## src/rtl/smo_wss_pkg.sv

```systemverilog
`timescale 1ns/1ps
package smo_wss_pkg;

  // Set membership of one sample.
  typedef struct packed {
    logic in_up;
    logic in_low;
  } member_t;

  // Direction of an extreme-value tracker.
  typedef enum logic {
    TRACK_MAX = 1'b0,
    TRACK_MIN = 1'b1
  } track_dir_e;

endpackage

```

## src/rtl/smo_wss_classify.sv

```systemverilog
`timescale 1ns/1ps
module smo_wss_classify
  import smo_wss_pkg::*;
#(
  parameter int W = 24
) (
  input  logic signed [W-1:0] alpha,
  input  logic signed [W-1:0] box_c,
  input  logic                label_pos,
  output member_t             member
);

  localparam logic signed [W-1:0] ZERO = '0;

  logic below_c;
  logic above_zero;

  always_comb begin
    below_c       = alpha < box_c;
    above_zero    = alpha > ZERO;
    member.in_up  = (below_c && label_pos) || (above_zero && !label_pos);
    member.in_low = (below_c && !label_pos) || (above_zero && label_pos);
  end

  // a sample strictly inside the box is a candidate for both sets
  always_comb begin
    if (above_zero && below_c) begin
      assert (member.in_up && member.in_low)
        else $error("p_inner_both_r2");
    end
  end

endmodule

```

## src/rtl/smo_wss_addr_gen.sv

```systemverilog
`timescale 1ns/1ps
module smo_wss_addr_gen #(
  parameter int IDX_W = 10
) (
  input  logic               clk,
  input  logic               rst_n,
  input  logic               launch,
  input  logic [IDX_W:0]     count,
  output logic               rd_en,
  output logic [IDX_W-1:0]   rd_addr,
  output logic               last
);

  localparam int CNT_W = IDX_W + 1;

  logic             run_q;
  logic [CNT_W-1:0] cnt_q;
  logic [CNT_W-1:0] lim_q;

  always_ff @(posedge clk or negedge rst_n) begin
    if (!rst_n) begin
      run_q <= 1'b0;
      cnt_q <= '0;
      lim_q <= '0;
    end else if (launch) begin
      run_q <= (count != '0);
      cnt_q <= '0;
      lim_q <= count;
    end else if (run_q) begin
      cnt_q <= cnt_q + 1'b1;
      if (last) run_q <= 1'b0;
    end
  end

  assign rd_en   = run_q;
  assign rd_addr = cnt_q[IDX_W-1:0];
  assign last    = run_q && (cnt_q == lim_q - 1'b1);

  // reads never go past the sample count
  p_addr_bound_r7: assert property (@(posedge clk) disable iff (!rst_n)
    rd_en |-> (cnt_q < lim_q));

  // addresses advance by one on consecutive cycles until the last one
  p_addr_step_r7: assert property (@(posedge clk) disable iff (!rst_n)
    (rd_en && !last && !launch) |=> (rd_en && (rd_addr == $past(rd_addr) + 1'b1)));

endmodule

```

## src/rtl/smo_wss_tracker.sv

```systemverilog
`timescale 1ns/1ps
module smo_wss_tracker
  import smo_wss_pkg::*;
#(
  parameter int         W     = 24,
  parameter int         IDX_W = 10,
  parameter track_dir_e DIR   = TRACK_MAX
) (
  input  logic                clk,
  input  logic                rst_n,
  input  logic                clr,
  input  logic                upd,
  input  logic signed [W-1:0] val,
  input  logic [IDX_W-1:0]    idx,
  output logic                found,
  output logic signed [W-1:0] best_val,
  output logic [IDX_W-1:0]    best_idx
);

  logic wins;

  generate
    if (DIR == TRACK_MAX) begin : g_max
      assign wins = val > best_val;
    end else begin : g_min
      assign wins = val < best_val;
    end
  endgenerate

  always_ff @(posedge clk or negedge rst_n) begin
    if (!rst_n) begin
      found    <= 1'b0;
      best_val <= '0;
      best_idx <= '0;
    end else if (clr) begin
      found    <= 1'b0;
      best_val <= '0;
      best_idx <= '0;
    end else if (upd && (!found || wins)) begin
      found    <= 1'b1;
      best_val <= val;
      best_idx <= idx;
    end
  end

  // once a candidate is held, it is kept until the next pass clears it
  p_found_hold_r3: assert property (@(posedge clk) disable iff (!rst_n)
    (found && !clr) |=> found);

  // an equal value never displaces the earlier (lower) index
  p_tie_keep_r4: assert property (@(posedge clk) disable iff (!rst_n)
    (upd && found && !clr && (val == best_val)) |=> (best_idx == $past(best_idx)));

endmodule

```

## src/rtl/smo_wss.sv

```systemverilog
`timescale 1ns/1ps
module smo_wss
  import smo_wss_pkg::*;
#(
  parameter int W           = 24,
  parameter int MAX_SAMPLES = 1024
) (
  input  logic                             clk,
  input  logic                             rst_n,
  input  logic                             start,
  input  logic [$clog2(MAX_SAMPLES):0]     num_samples,
  input  logic signed [W-1:0]              box_c,
  input  logic signed [W-1:0]              tol,
  output logic                             rd_en,
  output logic [$clog2(MAX_SAMPLES)-1:0]   rd_addr,
  input  logic signed [W-1:0]              rd_alpha,
  input  logic                             rd_label,
  input  logic signed [W-1:0]              rd_err,
  output logic                             busy,
  output logic                             done,
  output logic [$clog2(MAX_SAMPLES)-1:0]   up_idx,
  output logic [$clog2(MAX_SAMPLES)-1:0]   low_idx,
  output logic signed [W-1:0]              b_up,
  output logic signed [W-1:0]              b_low,
  output logic                             converged
);

  localparam int IDX_W = $clog2(MAX_SAMPLES);
  localparam int DW    = W + 1;

  // ---------------- control ----------------
  logic                accept;
  logic                issue_last;
  logic                v1_q;
  logic [IDX_W-1:0]    idx1_q;
  logic                last1_q;
  logic                fin_q;
  logic signed [W-1:0] box_q;
  logic signed [W-1:0] tol_q;

  assign accept = start && !busy;

  smo_wss_addr_gen #(.IDX_W(IDX_W)) u_addr (
    .clk     (clk),
    .rst_n   (rst_n),
    .launch  (accept),
    .count   (num_samples),
    .rd_en   (rd_en),
    .rd_addr (rd_addr),
    .last    (issue_last)
  );

  always_ff @(posedge clk or negedge rst_n) begin
    if (!rst_n) begin
      busy    <= 1'b0;
      v1_q    <= 1'b0;
      idx1_q  <= '0;
      last1_q <= 1'b0;
      fin_q   <= 1'b0;
      box_q   <= '0;
      tol_q   <= '0;
    end else begin
      v1_q    <= rd_en;
      idx1_q  <= rd_addr;
      last1_q <= issue_last || (accept && (num_samples == '0));
      fin_q   <= last1_q;
      if (accept) begin
        busy  <= 1'b1;
        box_q <= box_c;
        tol_q <= tol;
      end else if (fin_q) begin
        busy  <= 1'b0;
      end
    end
  end

  // ---------------- classification ----------------
  member_t member;

  smo_wss_classify #(.W(W)) u_cls (
    .alpha     (rd_alpha),
    .box_c     (box_q),
    .label_pos (rd_label),
    .member    (member)
  );

  // ---------------- extreme trackers ----------------
  logic                up_found;
  logic signed [W-1:0] up_val;
  logic [IDX_W-1:0]    up_best_idx;
  logic                low_found;
  logic signed [W-1:0] low_val;
  logic [IDX_W-1:0]    low_best_idx;

  smo_wss_tracker #(.W(W), .IDX_W(IDX_W), .DIR(TRACK_MAX)) u_up (
    .clk      (clk),
    .rst_n    (rst_n),
    .clr      (accept),
    .upd      (v1_q && member.in_up),
    .val      (rd_err),
    .idx      (idx1_q),
    .found    (up_found),
    .best_val (up_val),
    .best_idx (up_best_idx)
  );

  smo_wss_tracker #(.W(W), .IDX_W(IDX_W), .DIR(TRACK_MIN)) u_low (
    .clk      (clk),
    .rst_n    (rst_n),
    .clr      (accept),
    .upd      (v1_q && member.in_low),
    .val      (rd_err),
    .idx      (idx1_q),
    .found    (low_found),
    .best_val (low_val),
    .best_idx (low_best_idx)
  );

  // ---------------- stopping test ----------------
  logic signed [DW-1:0] gap;
  logic signed [DW-1:0] tol_x;
  logic                 conv_next;

  always_comb begin
    gap       = {up_val[W-1], up_val} - {low_val[W-1], low_val};
    tol_x     = {tol_q[W-1], tol_q};
    conv_next = !up_found || !low_found || (gap < tol_x);
  end

  // ---------------- result registers ----------------
  always_ff @(posedge clk or negedge rst_n) begin
    if (!rst_n) begin
      done      <= 1'b0;
      up_idx    <= '0;
      low_idx   <= '0;
      b_up      <= '0;
      b_low     <= '0;
      converged <= 1'b0;
    end else begin
      done <= fin_q;
      if (fin_q) begin
        up_idx    <= up_best_idx;
        low_idx   <= low_best_idx;
        b_up      <= up_val;
        b_low     <= low_val;
        converged <= conv_next;
      end
    end
  end

  // done lasts exactly one cycle
  p_done_pulse_r8: assert property (@(posedge clk) disable iff (!rst_n)
    done |=> !done);

  // done rises only as busy drops
  p_done_idle_r8: assert property (@(posedge clk) disable iff (!rst_n)
    done |-> !busy);

  // a pass runs to its end regardless of further start pulses
  p_busy_hold_r9: assert property (@(posedge clk) disable iff (!rst_n)
    (busy && !fin_q) |=> busy);

  // results hold while idle
  p_result_hold_r9: assert property (@(posedge clk) disable iff (!rst_n)
    !busy |=> ($stable(up_idx) && $stable(low_idx) && $stable(b_up)
               && $stable(b_low) && $stable(converged)));

  // an empty set forces convergence and a zero report
  p_empty_conv_r6: assert property (@(posedge clk) disable iff (!rst_n)
    (fin_q && !up_found) |=> (converged && (b_up == '0) && (up_idx == '0)));

  // no reads while idle
  p_no_idle_read_r7: assert property (@(posedge clk) disable iff (!rst_n)
    rd_en |-> busy);

endmodule

```

## config.mk

```make
export PLATFORM = sky130hd
export DESIGN_NAME = smo_wss
export DESIGN_NICKNAME = d
export VERILOG_FILES = /design/src/rtl/smo_wss_pkg.sv /design/src/rtl/smo_wss_classify.sv /design/src/rtl/smo_wss_addr_gen.sv /design/src/rtl/smo_wss_tracker.sv /design/src/rtl/smo_wss.sv
export SDC_FILE = /design/constraint.sdc
export NUM_CORES = 1
export LEC_CHECK = 0
export BUFFER_PORTS_ARGS = -buffer_cell sky130_fd_sc_hd__buf_2
export CAP_MARGIN = 20
export CORE_MARGIN = 2
export CORE_UTILIZATION = 50
export CTS_CLUSTER_DIAMETER = 100
export DETAILED_ROUTE_END_ITERATION = 16
export HOLD_SLACK_MARGIN = 0.1
export PLACE_DENSITY = 0.74
export REMOVE_ABC_BUFFERS = 1
export SLEW_MARGIN = 10
export SYNTH_ARGS = -nofsm -noshare
export SYNTH_HDL_FRONTEND = slang
export SYNTH_SLANG_ARGS = --single-unit
```

## constraint.sdc

```tcl
create_clock -name clk -period 3.63 [get_ports clk]
set_input_delay 0.363 -clock clk [delete_from_list [all_inputs] [get_ports clk]]
set_output_delay 0.363 -clock clk [all_outputs]
set_load 0.005 [all_outputs]
```

==> results of run 1 <==
## how the worst min path moves through the flow
stage                                   end  slack, ps  depth (start not counted)
after floorplan                    b_low[0]         70                          0
after global placement             b_up[19]        320                          1
after detailed placement           b_up[19]        320                          1
after CTS                 u_up.best_val[11]        100                          3
after global routing      u_low.best_val[7]        120                          3
final                     u_up.best_val[11]        120                          3
## what timing repair did
action                     CTS  global route
setup buffers                4             2
hold buffers                68             0
setup endpoints to repair    1             1
cloned                       0             0
hold endpoints to repair   127             0
resized for setup           14             5
pin swaps                   18            18
## layer usage
metal | GRT usage | vias up | share of wire
met2 | 0.407 | 259 | 0.48
met1 | 0.300 | 4861 | 0.43
li1 | - | 4882 | -
met5 | 0 | - | 0
met4 | 0.0841 | 0 | 0.031
met3 | 0.0493 | 59 | 0.058
## area by class of cell
cell class                 count  share of cell area
inverter                     110              0.0262
clock buffer                  34              0.0470
clock inverter                13             0.00889
multi-input combinational    868               0.409
timing repair buffer         295               0.125
tap                          330              0.0262
sequential                   225               0.357
antenna                        5            0.000794
## registers in the layout, summed over array words and instances (netlist names)
name	count
b_low	24
b_up	24
box_q	24
busy	1
converged	1
done	1
fin_q	1
idx1_q	10
last1_q	1
low_idx	10
tol_q	24
u_addr.cnt_q	11
u_addr.lim_q	11
u_addr.rd_en	1
u_low.best_idx	10
u_low.best_val	24
u_low.found	1
u_up.best_idx	10
u_up.best_val	24
u_up.found	1
up_idx	10
v1_q	1
## power groups by stage
stage          logic, mW  registers, mW  clock network [mW]
3_5_place_dp        7.45           4.09                   0
3_3_place_gp        7.22           4.06                   0
5_1_grt             8.84           4.20                2.81
2_1_floorplan       5.52           3.93                   0
6_report            7.86           4.08                2.65
4_1_cts             7.75           4.07                2.71
## placed cells by master, fill, tap and decap left out, drive strengths merged, types with 9 or more instances in the layout
cell / synthesis / final
nand2b: 11 / 11
nor4: 11 / 11
dfrtp: 225 / 225
a21o: 32 / 32
a31oi: 11 / 11
nor3: 11 / 11
nand4: 18 / 18
mux2i: 72 / 72
clkbuf: 34 / 34
nand3: 9 / 9
o21a: 10 / 10
buf: 18 / 227
nand2: 208 / 208
inv: 110 / 111
and3: 9 / 9
a21oi: 40 / 40
xnor2: 20 / 20
nor2: 38 / 38
ha: 120 / 120
mux2: 69 / 69
xor2: 18 / 18
o21ai: 85 / 85
dlygate4sd3: 0 / 68
## critical path: stages (launching register included)
cell,delay [ps]
sky130_fd_sc_hd__dfrtp_1,390
sky130_fd_sc_hd__inv_2,70
sky130_fd_sc_hd__ha_4,130
sky130_fd_sc_hd__fa_2,240
sky130_fd_sc_hd__nor2b_4,50
sky130_fd_sc_hd__o31a_1,320
sky130_fd_sc_hd__o41a_1,360
sky130_fd_sc_hd__a21o_1,250
sky130_fd_sc_hd__a21o_2,220
sky130_fd_sc_hd__a21oi_1,160
sky130_fd_sc_hd__xnor2_1,140
sky130_fd_sc_hd__ha_1,280
sky130_fd_sc_hd__a21oi_1,160
sky130_fd_sc_hd__o21ai_1,90
sky130_fd_sc_hd__a21o_1,180
sky130_fd_sc_hd__a221oi_2,280
sky130_fd_sc_hd__a2111oi_2,100
sky130_fd_sc_hd__nor3_1,160
## cells in the mapped netlist (all sizes together), types with 2 or more instances
library cell	n
nand2	208
a21o	32
o2111ai	3
nand3	9
or3	5
dfrtp	225
nor4	11
ha	120
nor3	11
nor4b	2
o211ai	6
inv	110
clkbuf	34
mux2i	72
a211oi	7
a41oi	3
nor2	38
a221oi	2
nand4	18
o31a	2
o2111a	2
and2	4
nand2b	11
and4	4
a31oi	11
o21ai	85
xor2	18
a21boi	6
and3	9
a211o	2
nand3b	4
o21bai	6
nor2b	8
o31ai	2
o21a	10
xnor2	20
buf	18
a21oi	40
mux2	69
## cells by family (layout without fill, tap and decap cells)
family,count (synthesis),after routing
compound gates,224,224
buf+inv,162,452
flops,225,225
simple gates,344,344
xor+xnor,38,38
fa+ha+maj,121,121
other cells,0,5
mux,141,141
## through the flow
| step | TNS (ps) | util |
|---|---|---|
| 2_1_floorplan | -61480 | - |
| 3_3_place_gp | -101 | 0.562 |
| 3_5_place_dp | -126 | 0.562 |
| 4_1_cts | 0 | 0.628 |
| 5_1_grt | -218 | 0.629 |
| 6_report | -6.01 | 0.630 |
==> out/metrics.json, run 1 <==
{
  "status": {
    "outcome": "finished, violations left",
    "violations": "negative setup slack"
  },
  "detailed_routing": {
    "route.detailed.drc": 0,
    "detailedRoute.firstIterationViolations": 532,
    "drt_first_pass_iters": 5,
    "via_density": 5.35,
    "dr_total_vias": 10100,
    "wl_microns": 31300,
    "wire_per_inst_microns": 16.6,
    "drt.antenna.violating_nets": 0
  },
  "logic_synthesis": {
    "cell_type_contributing_the_most_total_cell_area_after_synthesis": "sky130_fd_sc_hd__dfrtp_1",
    "synth.top_cells.by_area": "sky130_fd_sc_hd__dfrtp_1 44%, sky130_fd_sc_hd__ha_1 12%, sky130_fd_sc_hd__nand2_1 6.2%",
    "synth_sequential_area_ratio": 0.444,
    "synthXorXnorAreaFrac": 0.0263,
    "synthCells": 1255,
    "synth_cell_types": 62,
    "post_synth_instance_area_sq_um": 12700,
    "post_synth_simple_gate_area": 0.122,
    "synthMuxAreaShare": 0.118,
    "synth_compound_area_frac": 0.114,
    "netlist.area_leader.share": 0.444,
    "main_combinational_cell_family_by_area_after_synthesis": "simple AND/OR/NAND/NOR gates",
    "yosys.area_share.adder": 0.120,
    "avgSynthCellArea_sq_um": 10.1,
    "yosys_register_bits": 225,
    "synth-edff-count": 0,
    "synth-warning-count": 0,
    "synth-main-ff-cell": "sky130_fd_sc_hd__dfrtp_1",
    "asyncSetResetFlopFracSynth": 1.00
  },
  "global_route": {
    "grt_remaining_overflow": 0,
    "grt_antenna_before_repair": 5,
    "groute.usage.overall": 0.238,
    "grt_start_max_net_pins": 97,
    "grt_pass1_wl_microns": 51100,
    "vias_in_the_first_global_route": 10300
  },
  "finish": {
    "layout.nets": 1758,
    "nFillCells": 2013,
    "regArea_sq_um": 5630,
    "layout-drive-gt1-share": 0.242,
    "design_area_sq_um": 15800,
    "growth_of_design_area_from_synthesis_to_finish_pct": 24.4,
    "layoutNonFillerInstCount": 1880,
    "multi_input_area_sq_um": 6450
  },
  "clock_network": {
    "cts_inserted_buffers": 26,
    "library_cell_used_as_clock_root_buffer": "sky130_fd_sc_hd__clkbuf_16",
    "clkSinkCount": 225,
    "clkSlewWorstSetupHoldPaths_ps": 70,
    "cts-root-to-sink-buffers": 3,
    "tritoncts": "built",
    "clock_latency_ps": 550,
    "cts-htree-levels": 1
  },
  "floorplanning": {
    "row_count": 58,
    "placeableCoreArea_sq_um": 25000,
    "chipWidth_microns": 163,
    "die_y_microns": 163,
    "ioPinCount": 193,
    "die_area_sq_um": 26600,
    "floorplan.initialDensity": 0.506
  },
  "placement": {
    "globalplace.congestion": 0.902,
    "buffer_ports.inserted": 192,
    "dp.final_hpwl_microns": 22200,
    "placed_cells_incl_taps": 1754,
    "detailedPlace.worstSlack_ps": -126,
    "placed_area_sq_um": 14100
  },
  "critical_path": {
    "endpoint_kind": "flop",
    "worstReg2RegEnd": "converged",
    "timing.reg2reg.setup_slack_ps": -6,
    "cp_data_arrival_time_ps": 4110,
    "r2r-start": "u_up.best_val[0]",
    "timing.setup.critical_path_class": "reg2reg",
    "critical_path.startpoint": "u_up.best_val[0]",
    "worst_setup_path_start_kind": "flop",
    "critPathRequiredTime_ps": 4110,
    "ff_to_ff_path_depth": 17,
    "crit_fanout": 3,
    "setup.worst_path.end": "converged"
  },
  "pwr": {
    "internal_power_mw": 8.66,
    "irDropWorstVdd_uv": 611,
    "leakagePower_nw": 8.23,
    "clock_power_share": 0.182,
    "net_sw_frac": 0.406,
    "power.total_mw": 14.6,
    "sequentialPowerShare": 0.280,
    "switching_power_mw": 5.93,
    "p_comb_frac": 0.539,
    "ratio_of_total_power_to_cell_area_nw_per_um2": 925
  },
  "timing": {
    "max_freq_ghz": 0.275,
    "max_slew.worst_pin.slew_ps": 902,
    "fin_skew_ps": 32.8,
    "postLayoutSetupSlackWorst_ps": -6.01,
    "fin_crit_ps": 3640,
    "min_period_over_period": 1.00,
    "timing_max_transition_violations_final": 0,
    "rsz0062_at_grt": "true",
    "worst_slew_margin_rel": 0.399,
    "final_hold_vios": 0,
    "whs_ps": 120,
    "finalSetupViolCount": 1
  },
  "hold_path": {
    "hold_path_startpoint": "rd_err[11]",
    "worst_min_delay_path_category": "in2reg"
  },
  "run": {
    "maximum_capacitance_violations": 0
  }
}
Note: power is estimated with default switching activity, not from simulation.
==> inputs of run 2 (changes only) <==
--- a/config.mk
+++ b/config.mk
@@ -6,15 +6,14 @@
 export NUM_CORES = 1
 export LEC_CHECK = 0
 export BUFFER_PORTS_ARGS = -buffer_cell sky130_fd_sc_hd__buf_2
-export CAP_MARGIN = 20
 export CORE_MARGIN = 2
 export CORE_UTILIZATION = 50
 export CTS_CLUSTER_DIAMETER = 100
 export DETAILED_ROUTE_END_ITERATION = 16
 export HOLD_SLACK_MARGIN = 0.1
-export PLACE_DENSITY = 0.74
+export PLACE_DENSITY = 0.72
 export REMOVE_ABC_BUFFERS = 1
-export SLEW_MARGIN = 10
+export SLEW_MARGIN = 20
 export SYNTH_ARGS = -nofsm -noshare
 export SYNTH_HDL_FRONTEND = slang
 export SYNTH_SLANG_ARGS = --single-unit
==> constraint.sdc (replaced) <==
create_clock -name clk -period 4.1 [get_ports clk]
set_input_delay 0.41 -clock clk [delete_from_list [all_inputs] [get_ports clk]]
set_output_delay 0.41 -clock clk [all_outputs]
set_load 0.005 [all_outputs]
==> run 2 against run 1 <==
Against the previous run:
- the run now ends clean
- via count is 2.3% lower
- register-to-register slack better by 290 ps
- global-route usage is 0.76 points lower
- largest cell class unchanged
- sequential cell count stayed put
==> out/metrics.json, run 2 (synthesized netlist as in run 1, its figures left out) <==
{
  "timing": {
    "worst_slew_margin_rel": {"value": 0.281, "change": "was 0.399"},
    "finalSetupViolCount": {"value": 0, "change": "was 1"},
    "max_slew.worst_pin.slew": {"value": 1080, "unit": "ps", "change": "was 902 ps"},
    "timing_max_transition_violations_final": {"value": 0, "change": "unchanged"},
    "rsz0062_at_grt": {"value": "false", "change": "was true"},
    "min_period_over_period": {"value": 0.931, "change": "was 1.00"},
    "fin_crit": {"value": 3820, "unit": "ps", "change": "was 3640 ps"},
    "max_freq": {"value": 0.262, "unit": "GHz", "change": "was 0.275 GHz"},
    "final_hold_vios": {"value": 0, "change": "unchanged"},
    "fin_skew": {"value": 17.8, "unit": "ps", "change": "was 32.8 ps"}
  },
  "detailed_routing": {
    "drt.antenna.violating_nets": {"value": 0, "change": "unchanged"},
    "dr_total_vias": {"value": 9833, "change": "was 10.1k"},
    "wire_per_inst": {"value": 16.5, "unit": "microns", "change": "was 16.6 microns"},
    "wl": {"value": 30500, "unit": "microns", "change": "was 31300 microns"},
    "detailedRoute.firstIterationViolations": {"value": 641, "change": "was 532"},
    "route.detailed.drc": {"value": 0, "change": "unchanged"},
    "via_density": {"value": 5.34, "change": "was 5.35"},
    "drt_first_pass_iters": {"value": 5, "change": "unchanged"}
  },
  "run": {
    "maximum_capacitance_violations": {"value": 0, "change": "unchanged"}
  },
  "clock_network": {
    "cts_inserted_buffers": {"value": 26, "change": "unchanged"},
    "cts-htree-levels": {"value": 1, "change": "unchanged"},
    "clkSlewWorstSetupHoldPaths": {"value": 60, "unit": "ps", "change": "was 70 ps"},
    "clkSinkCount": {"value": 225, "change": "unchanged"},
    "clock_latency": {"value": 540, "unit": "ps", "change": "was 550 ps"},
    "tritoncts": {"value": "built", "change": "unchanged"},
    "cts-root-to-sink-buffers": {"value": 3, "change": "unchanged"},
    "library_cell_used_as_clock_root_buffer": {"value": "sky130_fd_sc_hd__clkbuf_16", "change": "unchanged"}
  },
  "critical_path": {
    "crit_fanout": {"value": 4, "change": "was 3"},
    "timing.setup.critical_path_class": {"value": "reg2reg", "change": "unchanged"},
    "cp_data_arrival_time": {"value": 4280, "unit": "ps", "change": "was 4110 ps"},
    "endpoint_kind": {"value": "flop", "change": "unchanged"},
    "ff_to_ff_path_depth": {"value": 19, "change": "was 17"},
    "worst_setup_path_start_kind": {"value": "flop", "change": "unchanged"},
    "critPathRequiredTime": {"value": 4560, "unit": "ps", "change": "was 4110 ps"}
  },
  "global_route": {
    "grt_antenna_before_repair": {"value": 1, "change": "was 5"},
    "grt_remaining_overflow": {"value": 0, "change": "unchanged"},
    "grt_pass1_wl": {"value": 49200, "unit": "microns", "change": "was 51100 microns"},
    "vias_in_the_first_global_route": {"value": 9859, "change": "was 10.3k"},
    "groute.usage.overall": {"value": 0.231, "change": "was 0.238"},
    "grt_start_max_net_pins": {"value": 109, "change": "was 97"}
  },
  "floorplanning": {
    "chipWidth": {"value": 163, "unit": "microns", "change": "unchanged"},
    "ioPinCount": {"value": 193, "change": "unchanged"},
    "die_area": {"value": 26600, "unit": "sq um", "change": "unchanged"},
    "floorplan.initialDensity": {"value": 0.506, "change": "unchanged"},
    "die_y": {"value": 163, "unit": "microns", "change": "unchanged"},
    "placeableCoreArea": {"value": 25000, "unit": "sq um", "change": "unchanged"},
    "row_count": {"value": 58, "change": "unchanged"}
  },
  "finish": {
    "most-common-layout-cells": {"value": "224 x sky130_fd_sc_hd__dfrtp_1, 207 x sky130_fd_sc_hd__nand2_1, 191 x sky130_fd_sc_hd__buf_2, 118 x sky130_fd_sc_hd__ha_1, 110 x sky130_fd_sc_hd__inv_1", "change": "was 224 x sky130_fd_sc_hd__dfrtp_1, 207 x sky130_fd_sc_hd__nand2_1, 191 x sky130_fd_sc_hd__buf_2, 118 x sky130_fd_sc_hd__ha_1, 108 x sky130_fd_sc_hd__inv_1"},
    "layout-drive-gt1-share": {"value": 0.225, "change": "was 0.242"},
    "layout.cells.most_common": {"value": "sky130_fd_sc_hd__dfrtp_1", "change": "unchanged"},
    "layout.nets": {"value": 1723, "change": "was 1758"},
    "final_util": {"value": 0.616, "change": "was 0.630"},
    "growth_of_design_area_from_synthesis_to_finish": {"value": 21.8, "unit": "%", "change": "was 24.4%"},
    "layoutNonFillerInstCount": {"value": 1842, "change": "was 1880"}
  },
  "pwr": {
    "power.total": {"value": 12.6, "unit": "mW", "change": "was 14.6 mW"},
    "ratio_of_total_power_to_cell_area": {"value": 816, "unit": "nW/um^2", "change": "was 925 nW/um^2"},
    "leakagePower": {"value": 8.09, "unit": "nW", "change": "was 8.23 nW"},
    "irDropWorstVdd": {"value": 452, "unit": "uV", "change": "was 611 uV"}
  },
  "placement": {
    "buffer_ports.inserted": {"value": 192, "change": "unchanged"},
    "dp.final_hpwl": {"value": 21800, "unit": "microns", "change": "was 22200 microns"},
    "placed_cells_incl_taps": {"value": 1736, "change": "was 1754"},
    "globalplace.congestion": {"value": 0.879, "change": "was 0.902"}
  },
  "status": {
    "outcome": {"value": "finished clean", "change": "was finished, violations left"}
  },
  "hold_path": {
    "worst_min_delay_path_category": {"value": "in2reg", "change": "unchanged"},
    "worst_hold_path_depth": {"value": 3, "change": "unchanged"}
  }
}
## run 2: cell types whose count changed in the layout (fill, tap and decap cells not counted), sizes merged
cell / change
buf: -22
bufinv: +1
clkinv: +3
clkinvlp: -3
diode: -4
dlygate4sd3: -13
## run 2: repair_timing
| item | in CTS | in global routing |
|---|---|---|
| endpoints found under the setup margin | 0 | 1 |
| setup buffers | 0 | 1 |
| hold buffers | 55 | 0 |
| endpoints found under the hold margin | 159 | 0 |
| gates resized for setup | 0 | 4 |
## run 2: worst max-delay path, stage by stage (launching register included)
cell and delay, ps:
sky130_fd_sc_hd__dfrtp_1 400, sky130_fd_sc_hd__inv_1 70, sky130_fd_sc_hd__ha_2 190, sky130_fd_sc_hd__fa_2 250, sky130_fd_sc_hd__nor2b_4 50, sky130_fd_sc_hd__o31a_1 270, sky130_fd_sc_hd__o41a_1 360, sky130_fd_sc_hd__o21ai_0 170
sky130_fd_sc_hd__nand2b_1 80, sky130_fd_sc_hd__a21oi_1 170, sky130_fd_sc_hd__xnor2_1 140, sky130_fd_sc_hd__ha_1 260, sky130_fd_sc_hd__a21o_1 180, sky130_fd_sc_hd__a21o_1 170, sky130_fd_sc_hd__a21oi_1 130, sky130_fd_sc_hd__o21ai_0 100
sky130_fd_sc_hd__a21o_1 180, sky130_fd_sc_hd__a221oi_1 310, sky130_fd_sc_hd__a2111oi_1 130, sky130_fd_sc_hd__nor3_1 130
## run 2: report_power, final
group	internal [mW]	switching, mW
Clock	1.45	0.946
Sequential	3.03	0.589
Combinational	3.01	3.56
Total	7.48	5.10
## run 2: metal layers
metal / global-route usage / up-vias / wire length, microns
met5: 0 / - / 0
met4: 0.0583 / 0 / 588
met3: 0.0508 / 31 / 1820
met2: 0.392 / 226 / 14600
met1: 0.299 / 4766 / 13500
li1: - / 4810 / -
## run 2: worst paths after layout
kind	from	slack (ps)	end
min in group asynchronous	rst_n	490	u_up.best_val[16]
setup / recovery	u_up.best_val[0]	280	converged
setup reg to reg	u_up.best_val[0]	280	converged
hold / removal	box_c[10]	120	box_q[10]
hold reg to reg	last1_q	340	fin_q
max in group asynchronous	rst_n	2600	u_addr.lim_q[2]
## run 2: final cells by class
type / count / area (sq um)
well taps: 330 / 413
flip-flops and latches: 225 / 5630
repair buffers: 260 / 1680
clock inverters: 14 / 166
multi-input cells: 868 / 6390
diodes: 1 / 2.50
inverters: 110 / 413
clock buffers: 34 / 731
fillers: 2080 / 9610
## run 2: stage by stage
step	TNS, ps	setup slack (ps)	instance area (sq um)	hold WS, ps
6_report	0	284	15400	118
5_1_grt	0	25.2	15400	125
4_1_cts	0	233	15400	102
3_5_place_dp	0	241	13900	335
3_3_place_gp	0	298	13900	332
2_1_floorplan	-20640	-621	12400	114
==> inputs of run 3 (changes only) <==
--- a/config.mk
+++ b/config.mk
@@ -6,7 +6,6 @@
 export NUM_CORES = 1
 export LEC_CHECK = 0
 export BUFFER_PORTS_ARGS = -buffer_cell sky130_fd_sc_hd__buf_2
-export CORE_MARGIN = 2
 export CORE_UTILIZATION = 50
 export CTS_CLUSTER_DIAMETER = 100
 export DETAILED_ROUTE_END_ITERATION = 16
==> constraint.sdc (replaced) <==
create_clock -name clk -period 4.1 [get_ports clk]
set_input_delay 1.025 -clock clk [delete_from_list [all_inputs] [get_ports clk]]
set_output_delay 1.025 -clock clk [all_outputs]
set_load 0.005 [all_outputs]
==> run 3 against run 2 <==
Against the previous run:
- global-route usage down 0.16 points
- core utilization decreased by 0.96 points
- hold slack improved by 240 ps
- worst setup slack got worse by 6.4 ps
- clock skew fell by 4.0 ps
- combinational power shrank 0.8%
- via count fell by 2.2%
- final cell count shrank 3.3%
- design area decreased by 3.3%
- critical path depth is 2 lower
- critical endpoint unchanged
==> out/metrics.json, run 3 (synthesized netlist as in run 1, its figures left out) <==
{
  "critical_path": {
    "crit_fanout": {"value": 4, "change": "unchanged"},
    "endpoint_kind": {"value": "flop", "change": "unchanged"},
    "critPathSlowestCell": {"value": "sky130_fd_sc_hd__or4_1", "change": "was sky130_fd_sc_hd__dfrtp_1"},
    "timing.critical_path.cells": {"value": "inv_1, ha_1, nor2b_1, o31a_1, or4_1, a21oi_2, nor2_1, a21o_1, a21oi_1, xnor2_1, ha_1, nand4_1, nor2_1, nand2_1, a21o_1, a2111oi_0, nor3_1", "change": "was inv_1, ha_2, fa_2, nor2b_4, o31a_1, o41a_1, o21ai_0, nand2b_1, a21oi_1, xnor2_1, ha_1, a21o_1, a21o_1, a21oi_1, o21ai_0, a21o_1, a221oi_1, a2111oi_1, nor3_1"},
    "crit_path_max_incr_delay": {"value": 530, "unit": "ps", "change": "was 400 ps"},
    "cp_data_arrival_time": {"value": 4220, "unit": "ps", "change": "was 4280 ps"},
    "worst_setup_path_start_kind": {"value": "flop", "change": "unchanged"},
    "critPathRequiredTime": {"value": 4500, "unit": "ps", "change": "was 4560 ps"},
    "timing.setup.critical_path_class": {"value": "reg2reg", "change": "unchanged"},
    "timing.reg2reg.setup_slack": {"value": 280, "unit": "ps", "change": "about the same"}
  },
  "floorplanning": {
    "die_area": {"value": 26000, "unit": "sq um", "change": "was 26600 sq um"},
    "ioPinCount": {"value": 193, "change": "unchanged"},
    "die_y": {"value": 161, "unit": "microns", "change": "was 163 microns"},
    "floorplan.initialDensity": {"value": 0.515, "change": "was 0.506"},
    "row_count": {"value": 57, "change": "was 58"},
    "placeableCoreArea": {"value": 24600, "unit": "sq um", "change": "was 25000 sq um"},
    "chipWidth": {"value": 161, "unit": "microns", "change": "was 163 microns"}
  },
  "timing": {
    "max_slew.worst_pin.slew": {"value": 739, "unit": "ps", "change": "was 1080 ps"},
    "final_hold_vios": {"value": 0, "change": "unchanged"},
    "fin_skew": {"value": 13.8, "unit": "ps", "change": "was 17.8 ps"},
    "timing_max_transition_violations_final": {"value": 0, "change": "unchanged"},
    "max_freq": {"value": 0.262, "unit": "GHz", "change": "about the same"},
    "min_period_over_period": {"value": 0.932, "change": "was 0.931"},
    "fin_crit": {"value": 3820, "unit": "ps", "change": "about the same"},
    "postLayoutSetupSlackWorst": {"value": 277, "unit": "ps", "change": "was 284 ps"},
    "rsz0062_at_grt": {"value": "false", "change": "unchanged"},
    "setup_tns": {"value": 0, "unit": "ps", "change": "unchanged"},
    "worst_slew_margin_rel": {"value": 0.508, "change": "was 0.281"},
    "finalSetupViolCount": {"value": 0, "change": "unchanged"}
  },
  "clock_network": {
    "library_cell_used_as_clock_root_buffer": {"value": "sky130_fd_sc_hd__clkbuf_16", "change": "unchanged"},
    "cts_inserted_buffers": {"value": 26, "change": "unchanged"},
    "tritoncts": {"value": "built", "change": "unchanged"},
    "clock_latency": {"value": 530, "unit": "ps", "change": "was 540 ps"},
    "cts-root-to-sink-buffers": {"value": 3, "change": "unchanged"},
    "clkSinkCount": {"value": 225, "change": "unchanged"},
    "clkSlewWorstSetupHoldPaths": {"value": 60, "unit": "ps", "change": "about the same"},
    "cts-htree-levels": {"value": 1, "change": "unchanged"},
    "cts_hold_buffers": {"value": 0, "change": "was 55"}
  },
  "detailed_routing": {
    "dr_total_vias": {"value": 9618, "change": "was 9833"},
    "detailedRoute.firstIterationViolations": {"value": 601, "change": "was 641"},
    "route.detailed.drc": {"value": 0, "change": "unchanged"},
    "drt_first_pass_iters": {"value": 5, "change": "unchanged"},
    "drt.antenna.violating_nets": {"value": 0, "change": "unchanged"},
    "wire_per_inst": {"value": 16.5, "unit": "microns", "change": "about the same"},
    "wl": {"value": 29300, "unit": "microns", "change": "was 30500 microns"},
    "via_density": {"value": 5.40, "change": "was 5.34"}
  },
  "placement": {
    "detailedPlace.worstSlack": {"value": 248, "unit": "ps", "change": "was 241 ps"},
    "placed_cells_incl_taps": {"value": 1731, "change": "was 1736"},
    "dp.final_hpwl": {"value": 22100, "unit": "microns", "change": "was 21800 microns"},
    "buffer_ports.inserted": {"value": 192, "change": "unchanged"},
    "globalplace.congestion": {"value": 0.870, "change": "was 0.879"}
  },
  "global_route": {
    "vias_in_the_first_global_route": {"value": 9663, "change": "was 9859"},
    "grt_remaining_overflow": {"value": 0, "change": "unchanged"},
    "grt_antenna_before_repair": {"value": 3, "change": "was 1"},
    "grt_start_max_net_pins": {"value": 97, "change": "was 109"},
    "grt_pass1_wl": {"value": 48000, "unit": "microns", "change": "was 49200 microns"},
    "groute.usage.overall": {"value": 0.229, "change": "was 0.231"}
  },
  "hold_path": {
    "worst_min_delay_path_category": {"value": "reg2reg", "change": "was in2reg"}
  },
  "pwr": {
    "irDropWorstVdd": {"value": 451, "unit": "uV", "change": "was 452 uV"},
    "power.total": {"value": 12.7, "unit": "mW", "change": "was 12.6 mW"},
    "leakagePower": {"value": 7.89, "unit": "nW", "change": "was 8.09 nW"},
    "ratio_of_total_power_to_cell_area": {"value": 852, "unit": "nW/um^2", "change": "was 816 nW/um^2"}
  },
  "finish": {
    "most-common-layout-cells": {"value": "224 x sky130_fd_sc_hd__dfrtp_1, 207 x sky130_fd_sc_hd__nand2_1, 191 x sky130_fd_sc_hd__buf_2, 119 x sky130_fd_sc_hd__ha_1, 110 x sky130_fd_sc_hd__inv_1", "change": "was 224 x sky130_fd_sc_hd__dfrtp_1, 207 x sky130_fd_sc_hd__nand2_1, 191 x sky130_fd_sc_hd__buf_2, 118 x sky130_fd_sc_hd__ha_1, 110 x sky130_fd_sc_hd__inv_1"},
    "layout.cells.most_common": {"value": "sky130_fd_sc_hd__dfrtp_1", "change": "unchanged"},
    "growth_of_design_area_from_synthesis_to_finish": {"value": 17.8, "unit": "%", "change": "was 21.8%"},
    "layout-drive-gt1-share": {"value": 0.234, "change": "was 0.225"},
    "layout.nets": {"value": 1668, "change": "was 1723"},
    "layoutNonFillerInstCount": {"value": 1782, "change": "was 1842"}
  },
  "status": {
    "outcome": {"value": "finished clean", "change": "unchanged"}
  },
  "run": {
    "maximum_capacitance_violations": {"value": 0, "change": "unchanged"}
  }
}
## run 3: worst max-delay path: cells and delay by family (launching register included)
kind	cells	cell delay (ps)
compound gates	6	1300
flops	1	430
xor+xnor	1	90
buf+inv	1	90
simple gates	7	1180
fa+ha+maj	2	590
## run 3: path summary, 6_finish.rpt
path,startpoint,endpoint,cells past startpoint
max,u_low.best_val[1],converged,17
min,last1_q,fin_q,0
max reg2reg,u_low.best_val[1],converged,17
min reg2reg,last1_q,fin_q,0
max in group asynchronous,rst_n,low_idx[7],2
min in group asynchronous,rst_n,u_low.best_val[16],1
## run 3: layer usage
layer	up-vias	wire [microns]	share of wire	track usage
met5	-	0	0	0
met1	4661	13100	0.45	0.306
li1	4703	-	-	-
met4	0	625	0.021	0.0592
met2	208	14000	0.48	0.384
met3	46	1620	0.055	0.0434
## run 3: per-stage QoR
step           hold WS, ps  utilization  cell area (sq um)
2_1_floorplan          331            -              12400
3_3_place_gp           334        0.567              13900
3_5_place_dp           348        0.567              13900
4_1_cts                360        0.606              14900
5_1_grt                365        0.607              14900
6_report               357        0.607              14900
## run 3: report_power, final
group          switching (mW)  total (mW)  leakage (nW)  internal (mW)
Sequential              0.598        3.62          2.89           3.03
Clock                   0.934        2.57         0.481           1.63
Combinational            3.56        6.52          4.52           2.96
Total                    5.09        12.7          7.89           7.62
## run 3: area by class of cell
class	count	area (sq um)
clock buffers	31	721
fillers	2115	9680
diodes	3	7.51
clock inverters	16	241
multi-input cells	868	6380
repair buffers	205	1120
inverters	110	413
well taps	324	405
flip-flops and latches	225	5630
## run 3: timing repair
| action | CTS | global route |
|---|---|---|
| setup endpoints to repair | 0 | 1 |
| resized for setup | 0 | 4 |
| endpoints found under the hold margin | 0 | 0 |
| setup buffers | 0 | 1 |
